## src/rtl/dbl2fix_pkg.sv

```systemverilog
package dbl2fix_pkg;

  typedef enum logic [2:0] {
    CV_S32 = 3'd0,
    CV_U32 = 3'd1,
    CV_S64 = 3'd2,
    CV_U64 = 3'd3,
    CV_UFR = 3'd4
  } cv_mode_e;

  typedef struct packed {
    logic ovf;
    logic inx;
    logic grd;
  } cv_flags_t;

endpackage

```

## src/rtl/dbl2fix_align.sv

```systemverilog
module dbl2fix_align #(
  parameter int EXP_W      = 11,
  parameter int FRC_W      = 52,
  parameter int INT_W      = 64,
  parameter int FRAC_SCALE = 32
) (
  input  logic [EXP_W+FRC_W:0] op,
  input  logic                 frac_mode,
  output logic [INT_W-1:0]     mag,
  output logic                 guard,
  output logic                 sticky,
  output logic                 big,
  output logic                 is_nan,
  output logic                 sign,
  output logic                 nonzero
);
  localparam int MW    = FRC_W + 1;
  localparam int WIDE  = 2 * INT_W;
  localparam int TOPSH = INT_W - MW;
  localparam int BIAS  = (1 << (EXP_W - 1)) - 1;
  localparam int SHW   = EXP_W + 8;
  localparam int SHC   = $clog2(WIDE);

  logic [EXP_W-1:0]      expf;
  logic [FRC_W-1:0]      frc;
  logic [EXP_W-1:0]      exp_eff;
  logic [MW-1:0]         mant;
  logic signed [SHW-1:0] sh;
  logic signed [SHW-1:0] rr;
  logic [WIDE-1:0]       base;
  logic [WIDE-1:0]       shifted;
  logic                  lost;
  logic                  is_inf;

  assign expf    = op[FRC_W +: EXP_W];
  assign frc     = op[FRC_W-1:0];
  assign sign    = op[EXP_W+FRC_W];
  assign nonzero = |op[EXP_W+FRC_W-1:0];
  assign is_nan  = (&expf) && (|frc);
  assign is_inf  = (&expf) && !(|frc);
  assign exp_eff = (expf == '0) ? EXP_W'(1) : expf;
  assign mant    = {(expf != '0), frc};
  assign base    = {mant, {(WIDE-MW){1'b0}}};

  always_comb begin
    sh = $signed({{(SHW-EXP_W){1'b0}}, exp_eff})
         + (frac_mode ? SHW'(FRAC_SCALE) : SHW'(0))
         - SHW'(BIAS + FRC_W);
    rr  = SHW'(TOPSH) - sh;
    big = is_inf || (sh > SHW'(TOPSH));
    shifted = '0;
    lost    = 1'b0;
    if (!big) begin
      if (rr >= SHW'(WIDE)) begin
        shifted = '0;
        lost    = |mant;
      end else begin
        shifted = base >> rr[SHC-1:0];
        lost    = |(base & ~({WIDE{1'b1}} << rr[SHC-1:0]));
      end
    end
  end

  assign mag    = shifted[WIDE-1:INT_W];
  assign guard  = shifted[INT_W-1];
  assign sticky = (|shifted[INT_W-2:0]) || lost;

endmodule

```

## src/rtl/dbl2fix_round.sv

```systemverilog
module dbl2fix_round #(
  parameter int INT_W = 64
) (
  input  logic [INT_W-1:0] mag,
  input  logic             guard,
  input  logic             sticky,
  input  logic             nearest,
  output logic [INT_W:0]   mag_r
);
  logic bump;

  assign bump  = nearest && guard && (sticky || mag[0]);
  assign mag_r = {1'b0, mag} + {{INT_W{1'b0}}, bump};

endmodule

```

## src/rtl/dbl2fix_clamp.sv

```systemverilog
module dbl2fix_clamp
  import dbl2fix_pkg::*;
#(
  parameter int INT_W = 64
) (
  input  cv_mode_e         mode,
  input  logic [INT_W:0]   mag_r,
  input  logic             big,
  input  logic             sign,
  input  logic             is_nan,
  input  logic             nonzero,
  input  logic             guard,
  input  logic             sticky,
  output logic [INT_W-1:0] res,
  output cv_flags_t        flags
);
  localparam int HALF = INT_W / 2;
  localparam logic [INT_W:0] U32_MAX = {{(INT_W-HALF+1){1'b0}}, {HALF{1'b1}}};
  localparam logic [INT_W:0] S32_MAX = {{(INT_W-HALF+2){1'b0}}, {(HALF-1){1'b1}}};
  localparam logic [INT_W:0] S32_NEG = S32_MAX + 1'b1;
  localparam logic [INT_W:0] S64_MAX = {2'b00, {(INT_W-1){1'b1}}};
  localparam logic [INT_W:0] S64_NEG = S64_MAX + 1'b1;

  logic             over;
  logic             neg_uns;
  logic [INT_W-1:0] val;

  always_comb begin
    over    = 1'b0;
    neg_uns = 1'b0;
    val     = '0;
    case (mode)
      CV_U32, CV_UFR: begin
        if (sign) neg_uns = 1'b1;
        else begin
          over = big || (mag_r > U32_MAX);
          val  = over ? U32_MAX[INT_W-1:0] : mag_r[INT_W-1:0];
        end
      end
      CV_S64: begin
        if (sign) begin
          over = big || (mag_r > S64_NEG);
          val  = over ? S64_NEG[INT_W-1:0] : -mag_r[INT_W-1:0];
        end else begin
          over = big || (mag_r > S64_MAX);
          val  = over ? S64_MAX[INT_W-1:0] : mag_r[INT_W-1:0];
        end
      end
      CV_U64: begin
        if (sign) neg_uns = 1'b1;
        else begin
          over = big || mag_r[INT_W];
          val  = over ? {INT_W{1'b1}} : mag_r[INT_W-1:0];
        end
      end
      default: begin
        if (sign) begin
          over = big || (mag_r > S32_NEG);
          val  = over ? S32_NEG[INT_W-1:0] : -mag_r[INT_W-1:0];
        end else begin
          over = big || (mag_r > S32_MAX);
          val  = over ? S32_MAX[INT_W-1:0] : mag_r[INT_W-1:0];
        end
      end
    endcase

    if (is_nan) begin
      res   = '0;
      flags = '{ovf: 1'b1, inx: 1'b0, grd: 1'b0};
    end else if (neg_uns) begin
      res   = '0;
      flags = '{ovf: 1'b0, inx: nonzero, grd: 1'b0};
    end else if (over) begin
      res   = val;
      flags = '{ovf: 1'b1, inx: 1'b1, grd: 1'b1};
    end else begin
      res   = val;
      flags = '{ovf: 1'b0, inx: guard || sticky, grd: guard};
    end
  end

endmodule

```

## src/rtl/dbl2fix_sat.sv

```systemverilog
module dbl2fix_sat
  import dbl2fix_pkg::*;
#(
  parameter int EXP_W      = 11,
  parameter int FRC_W      = 52,
  parameter int INT_W      = 64,
  parameter int FRAC_SCALE = 32
) (
  input  logic                   clk,
  input  logic                   rst,
  input  logic                   in_valid,
  input  logic [2:0]             mode,
  input  logic                   rnd_zero,
  input  logic [EXP_W+FRC_W:0]   op,
  input  logic [INT_W-1:0]       old_dest,
  output logic                   out_valid,
  output logic [INT_W-1:0]       result,
  output logic                   flag_ovf,
  output logic                   flag_inx,
  output logic                   flag_grd
);
  localparam int HALF = INT_W / 2;
  localparam logic [INT_W-1:0] HI_MASK = {{HALF{1'b1}}, {(INT_W-HALF){1'b0}}};

  cv_mode_e         md;
  logic             frac_mode;
  logic             is32;
  logic             nearest;
  logic [INT_W-1:0] mag;
  logic [INT_W:0]   mag_r;
  logic             guard, sticky, big, is_nan, sign, nonzero;
  logic [INT_W-1:0] res;
  cv_flags_t        flags;
  logic [INT_W-1:0] merged;

  assign md        = cv_mode_e'(mode);
  assign frac_mode = (md == CV_UFR);
  assign is32      = !(md == CV_S64 || md == CV_U64);
  assign nearest   = !rnd_zero && !frac_mode;

  dbl2fix_align #(
    .EXP_W(EXP_W), .FRC_W(FRC_W), .INT_W(INT_W), .FRAC_SCALE(FRAC_SCALE)
  ) u_align (
    .op(op), .frac_mode(frac_mode), .mag(mag), .guard(guard),
    .sticky(sticky), .big(big), .is_nan(is_nan), .sign(sign), .nonzero(nonzero)
  );

  dbl2fix_round #(.INT_W(INT_W)) u_round (
    .mag(mag), .guard(guard), .sticky(sticky), .nearest(nearest), .mag_r(mag_r)
  );

  dbl2fix_clamp #(.INT_W(INT_W)) u_clamp (
    .mode(md), .mag_r(mag_r), .big(big), .sign(sign), .is_nan(is_nan),
    .nonzero(nonzero), .guard(guard), .sticky(sticky), .res(res), .flags(flags)
  );

  assign merged = is32 ? ((old_dest & HI_MASK) | {{(INT_W-HALF){1'b0}}, res[HALF-1:0]})
                       : res;

  always_ff @(posedge clk) begin
    if (rst) begin
      out_valid <= 1'b0;
      result    <= '0;
      flag_ovf  <= 1'b0;
      flag_inx  <= 1'b0;
      flag_grd  <= 1'b0;
    end else begin
      out_valid <= in_valid;
      if (in_valid) begin
        result   <= merged;
        flag_ovf <= flags.ovf;
        flag_inx <= flags.inx;
        flag_grd <= flags.grd;
      end
    end
  end

endmodule

```

## config.mk

```make
export PLATFORM = sky130hd
export DESIGN_NAME = dbl2fix_sat
export DESIGN_NICKNAME = d
export VERILOG_FILES = /design/src/rtl/dbl2fix_pkg.sv /design/src/rtl/dbl2fix_align.sv /design/src/rtl/dbl2fix_round.sv /design/src/rtl/dbl2fix_clamp.sv /design/src/rtl/dbl2fix_sat.sv
export SDC_FILE = /design/constraint.sdc
export NUM_CORES = 1
export LEC_CHECK = 0
export ABC_AREA = 1
export BUFFER_PORTS_ARGS = -buffer_cell sky130_fd_sc_hd__buf_2
export CAP_MARGIN = 20
export CORE_UTILIZATION = 63
export CTS_CLUSTER_DIAMETER = 150
export DETAILED_ROUTE_END_ITERATION = 8
export PLACE_DENSITY_LB_ADDON = 0.25
export SLEW_MARGIN = 20
export SYNTH_ARGS = -nofsm -noshare
export SYNTH_HDL_FRONTEND = slang
export SYNTH_SLANG_ARGS = --single-unit
```

## constraint.sdc

```tcl
create_clock -name clk -period 7.05 [get_ports clk]
set_input_delay 1.0575 -clock clk [delete_from_list [all_inputs] [get_ports clk]]
set_output_delay 1.0575 -clock clk [all_outputs]
set_load 0.03 [all_outputs]
```

==> impl_metrics.json, run 1 <==
{
  "start_util_pct": 64.17,
  "async_reset_ff_share_pct": 0,
  "dieHeight_um": 181.5,
  "syn_inst": 4196,
  "holdBufCountCts": 0,
  "avgSynthCellArea_sq_um": 4.838,
  "synth_largest_area_cell": "nand2_1",
  "io_buffers": 170,
  "synth_top_area_share_pct": 27.55,
  "grt_pass1_wl_mm": 155.1,
  "rows": 65,
  "syn-num-nets": 4340,
  "hpwl_mm": 72.55,
  "grt_overflow": 2,
  "yosysWarnings": 0,
  "die_x_um": 181.5,
  "syn-cell-area_sq_um": 20300,
  "grt_max_degree": 65,
  "stop_stage": "5_1_grt",
  "ys_seq_area_share_pct": 6.706,
  "postCtsSetupRepairBufs": 0,
  "ys.flop_type": "dfxtp_1",
  "gp_congestion": 1.275,
  "clock_path_buffers": 2,
  "cts_resized": 0,
  "ys_seq_elements": 68,
  "htreeDepth": 3,
  "placed_area_sq_um": 22120,
  "cts.sinks": 68,
  "ys_types": 56,
  "numCtsBuffers": 9,
  "synth_edf_count": 0,
  "first-error": "[ERROR GRT-0116] Global routing finished with congestion. Check the congestion regions in the DRC Viewer.",
  "io_pins": 203,
  "status": "stopped before the end",
  "grtUsageTotal_pct": 59.59,
  "first_global_vias": 28800,
  "synth.area.top_cells": "nand2_1 (28%), nand3_1 (18%), nor2_1 (9.3%)",
  "clockRootBuffer": "clkbuf_16"
}
cells in the mapped netlist, types with 48 or more instances:
cell type and n:
a21oi_1 157, clkbuf_1 83, dfxtp_1 68, inv_1 318
inv_2 48, nand2_1 1490, nand3_1 739, nand4_1 144
nor2_1 501, nor2_2 53, nor3_1 65, o21ai_0 146
logic make-up after synthesis:
| kind of cell | share of synthesized area (%) |
|---|---|
| compound gates | 10.09 |
| simple gates | 69.35 |
| flops | 6.706 |
| xor+xnor | 1.935 |
| fa+ha+maj | 0.5547 |
| buf+inv | 11.37 |
routing by layer:
layer / GRT overflow / GRT usage (%)
met1: 0 / 64.29
met2: 1 / 78.72
met3: 0 / 37.20
met4: 1 / 53.69
met5: 0 / 9.481
through the flow:
stage / setup WS (ns) / std cells
after CTS: 0.1789 / 4754
after detailed placement: -0.1251 / 4738
after floorplan: 0.5133 / 4196
after global placement: -0.01205 / 4738
==> run 2: changes to the inputs <==
--- a/config.mk
+++ b/config.mk
@@ -8,10 +8,9 @@
 export ABC_AREA = 1
 export BUFFER_PORTS_ARGS = -buffer_cell sky130_fd_sc_hd__buf_2
 export CAP_MARGIN = 20
-export CORE_UTILIZATION = 63
-export CTS_CLUSTER_DIAMETER = 150
+export CORE_UTILIZATION = 40
 export DETAILED_ROUTE_END_ITERATION = 8
-export PLACE_DENSITY_LB_ADDON = 0.25
+export PLACE_DENSITY_LB_ADDON = 0.15
 export SLEW_MARGIN = 20
 export SYNTH_ARGS = -nofsm -noshare
 export SYNTH_HDL_FRONTEND = slang
==> run 2 against run 1 <==
The flow now finishes without violations; synthesized cell count is the same; synthesized area stayed put.
==> impl_metrics.json, run 2 <==
{
  "status": "finished, final reports clean",
  "min_from": "result[8]$_SDFFE_PP0P_",
  "cp_common_cell": "nand2_1",
  "cts_tree": "yes",
  "syn_to_final_growth_pct": 33.41,
  "die_area_sq_um": 51660,
  "yosysWarnings": 0,
  "worstSkewPairLatency_ns": 0.39,
  "cp-end-kind": "flip-flop",
  "finalCriticalPeriod_ns": 6.748,
  "reg2reg_to": "result[51]$_SDFFE_PP0P_",
  "drt-initial-drc-count": 3836,
  "clk_pin_slew_ns": 0.07,
  "critPathRequiredTime_ns": 7.37,
  "grt_max_degree": 63,
  "routed_wl_mm": 120.3,
  "r2r_start": "result[51]$_SDFFE_PP0P_",
  "ys.flop_type": "dfxtp_1",
  "grtUsageTotal_pct": 45.75,
  "synthTopCellsByCount": "nand2_1 (1490), nand3_1 (739), nor2_1 (501)",
  "ys_types": 56,
  "grtUsageMet3_pct": 9.886,
  "cp-start-kind": "primary input",
  "synth_edf_count": 0,
  "crit_arrival_ns": 7.07,
  "final_cell_area_sq_um": 27080,
  "setup_slack_ns": 0.3020,
  "grt_pass1_wl_mm": 175.6,
  "syn_inst": 4196,
  "vias_per_cell": 5.703,
  "avgSynthCellArea_sq_um": 4.838,
  "slew_viol_final": 0,
  "clock_path_buffers": 2,
  "io_pins": 203,
  "fin_util_pct": 54.09,
  "hold_ws_ns": 0.4646,
  "synth_largest_area_cell": "nand2_1",
  "drv_cap": 0,
  "core_area_sq_um": 50070,
  "synth.area.top_cells": "nand2_1 (28%), nand3_1 (18%), nor2_1 (9.3%)",
  "drc": 0,
  "finalSetupViolations": 0,
  "synth.most_common_cell": "nand2_1",
  "globalRouteMet1Util_pct": 55.90,
  "mostFrequentLayoutCells": "nand2_1 (1487), nand3_1 (737), buf_4 (649)",
  "pre_cts_slack_ns": -0.1140,
  "rows": 82,
  "min_path_cells": 2,
  "postRouteAntennaNets": 0,
  "drive_gt1_share_pct": 22.74,
  "holdBufCountCts": 0,
  "gp_congestion": 1.121,
  "fin_skew_ns": 0,
  "holdPathEnd": "result[8]$_SDFFE_PP0P_",
  "antenna_found_initial": 1,
  "slowest_stage": "o21bai_1",
  "regMostFlops": "result",
  "busiest_layer": "met2",
  "path_class": "primary input to flip-flop",
  "numCtsBuffers": 9,
  "reg2reg_slack_ns": 6.33,
  "async_reset_ff_share_pct": 0,
  "die_x_um": 227.3,
  "htreeDepth": 3,
  "peakVddDrop_uv": 129.9,
  "syn-num-nets": 4340,
  "io_buffers": 170,
  "hold_viol_final": 0,
  "p_leak_nw": 14.28,
  "fin_nets": 5020,
  "slew_headroom_pct": 31.45,
  "synth_top_area_share_pct": 27.55,
  "finalCritPeriodShare_pct": 95.72,
  "power_density_nw_per_um2": 162.7,
  "max_stage_delay_ns": 0.26,
  "placed_area_sq_um": 26630,
  "first_global_vias": 28480,
  "fmax_mhz": 148.2,
  "crit_fanout": 13,
  "diodes": 0,
  "grtUsageMet2_pct": 71.64,
  "syn-cell-area_sq_um": 20300,
  "avgRoutedWirePerCell_um": 21.67,
  "dieHeight_um": 227.3,
  "ys_seq_elements": 68,
  "worst_slew_pin_slew_ns": 1.024,
  "start_util_pct": 40.55,
  "largest_reg_flops": 64,
  "clockRootBuffer": "clkbuf_16",
  "min_path_type": "flip-flop to flip-flop",
  "dr.pass1.iters": 6,
  "r2r_cells": 2,
  "ys_seq_area_share_pct": 6.706,
  "cts.sinks": 68,
  "hpwl_mm": 101.2,
  "grt_overflow": 0,
  "vias": 31670,
  "layout_commonest_cell": "nand2_1"
}
[run 2: cell counts after synthesis]
Identical to the previous run, type by type.
[run 2: kinds of logic (layout without fill, tap and decap cells)]
family	after synthesis	in the layout	share of synthesized area, %
fa+ha+maj	9	9	0.5547
xor+xnor	44	44	1.935
flops	68	68	6.706
compound gates	367	367	10.09
simple gates	3148	3148	69.35
buf+inv	560	1245	11.37
[run 2: power breakdown]
group	switching (mW)	leakage (nW)	internal (mW)	total (mW)
combinational	2.23	13.6	1.23	3.46
sequential	0.0150	0.563	0.418	0.433
clock	0.232	0.145	0.280	0.512
[run 2: per-layer routing]
layer / vias up / routed length, um
li1: 15140 / -
met1: 14160 / 46510
met2: 1903 / 51530
met3: 463 / 12710
met4: 2 / 9578
met5: - / 17
[run 2: per-stage QoR]
step	TNS [ns]	total power, mW	cells
2_1_floorplan	0	2.192	4196
3_3_place_gp	-0.1836	3.737	5534
3_5_place_dp	-1.669	3.744	5534
4_1_cts	0	4.263	5550
5_1_grt	-0.02866	4.643	5553
6_report	0	4.405	5553
[run 2: worst max-delay path by stage]
stage	startpoint	to	slack (ns)	depth (start not counted)
floorplan	op[54]	result[10]$_SDFFE_PP0P_	0.51	43
global placement	mode[0]	result[62]$_SDFFE_PP0P_	-0.09	45
detailed placement	mode[0]	result[62]$_SDFFE_PP0P_	-0.11	45
CTS	mode[0]	result[62]$_SDFFE_PP0P_	0.26	45
global route	op[53]	result[62]$_SDFFE_PP0P_	-0.01	44
finish	mode[0]	result[62]$_SDFFE_PP0P_	0.30	42
[run 2: final cells by class]
cell class | instances | area [sq um]
clock buffers | 9 | 225.2
clock inverters | 7 | 82.58
fillers | 5621 | 22990
inverters | 375 | 1415
multi-input cells | 3568 | 16750
flip-flops and latches | 68 | 1361
well taps | 672 | 840.8
repair buffers | 854 | 6411
[run 2: critical path, delay by kind of cell]
family | cells | cell delay (ns)
adder cells (fa/ha/maj) | 2 | 0.43
buffers and inverters | 9 | 1.34
AND/OR/NAND/NOR | 29 | 3.85
AO/OA/AOI/OAI | 2 | 0.38
[run 2: what timing repair did]
item                       4_1_cts  5_1_grt
resized for setup                0       25
setup endpoints to repair        0       67
buffers inserted                 0        2
No activity file was read; power rests on OpenSTA's default activity.
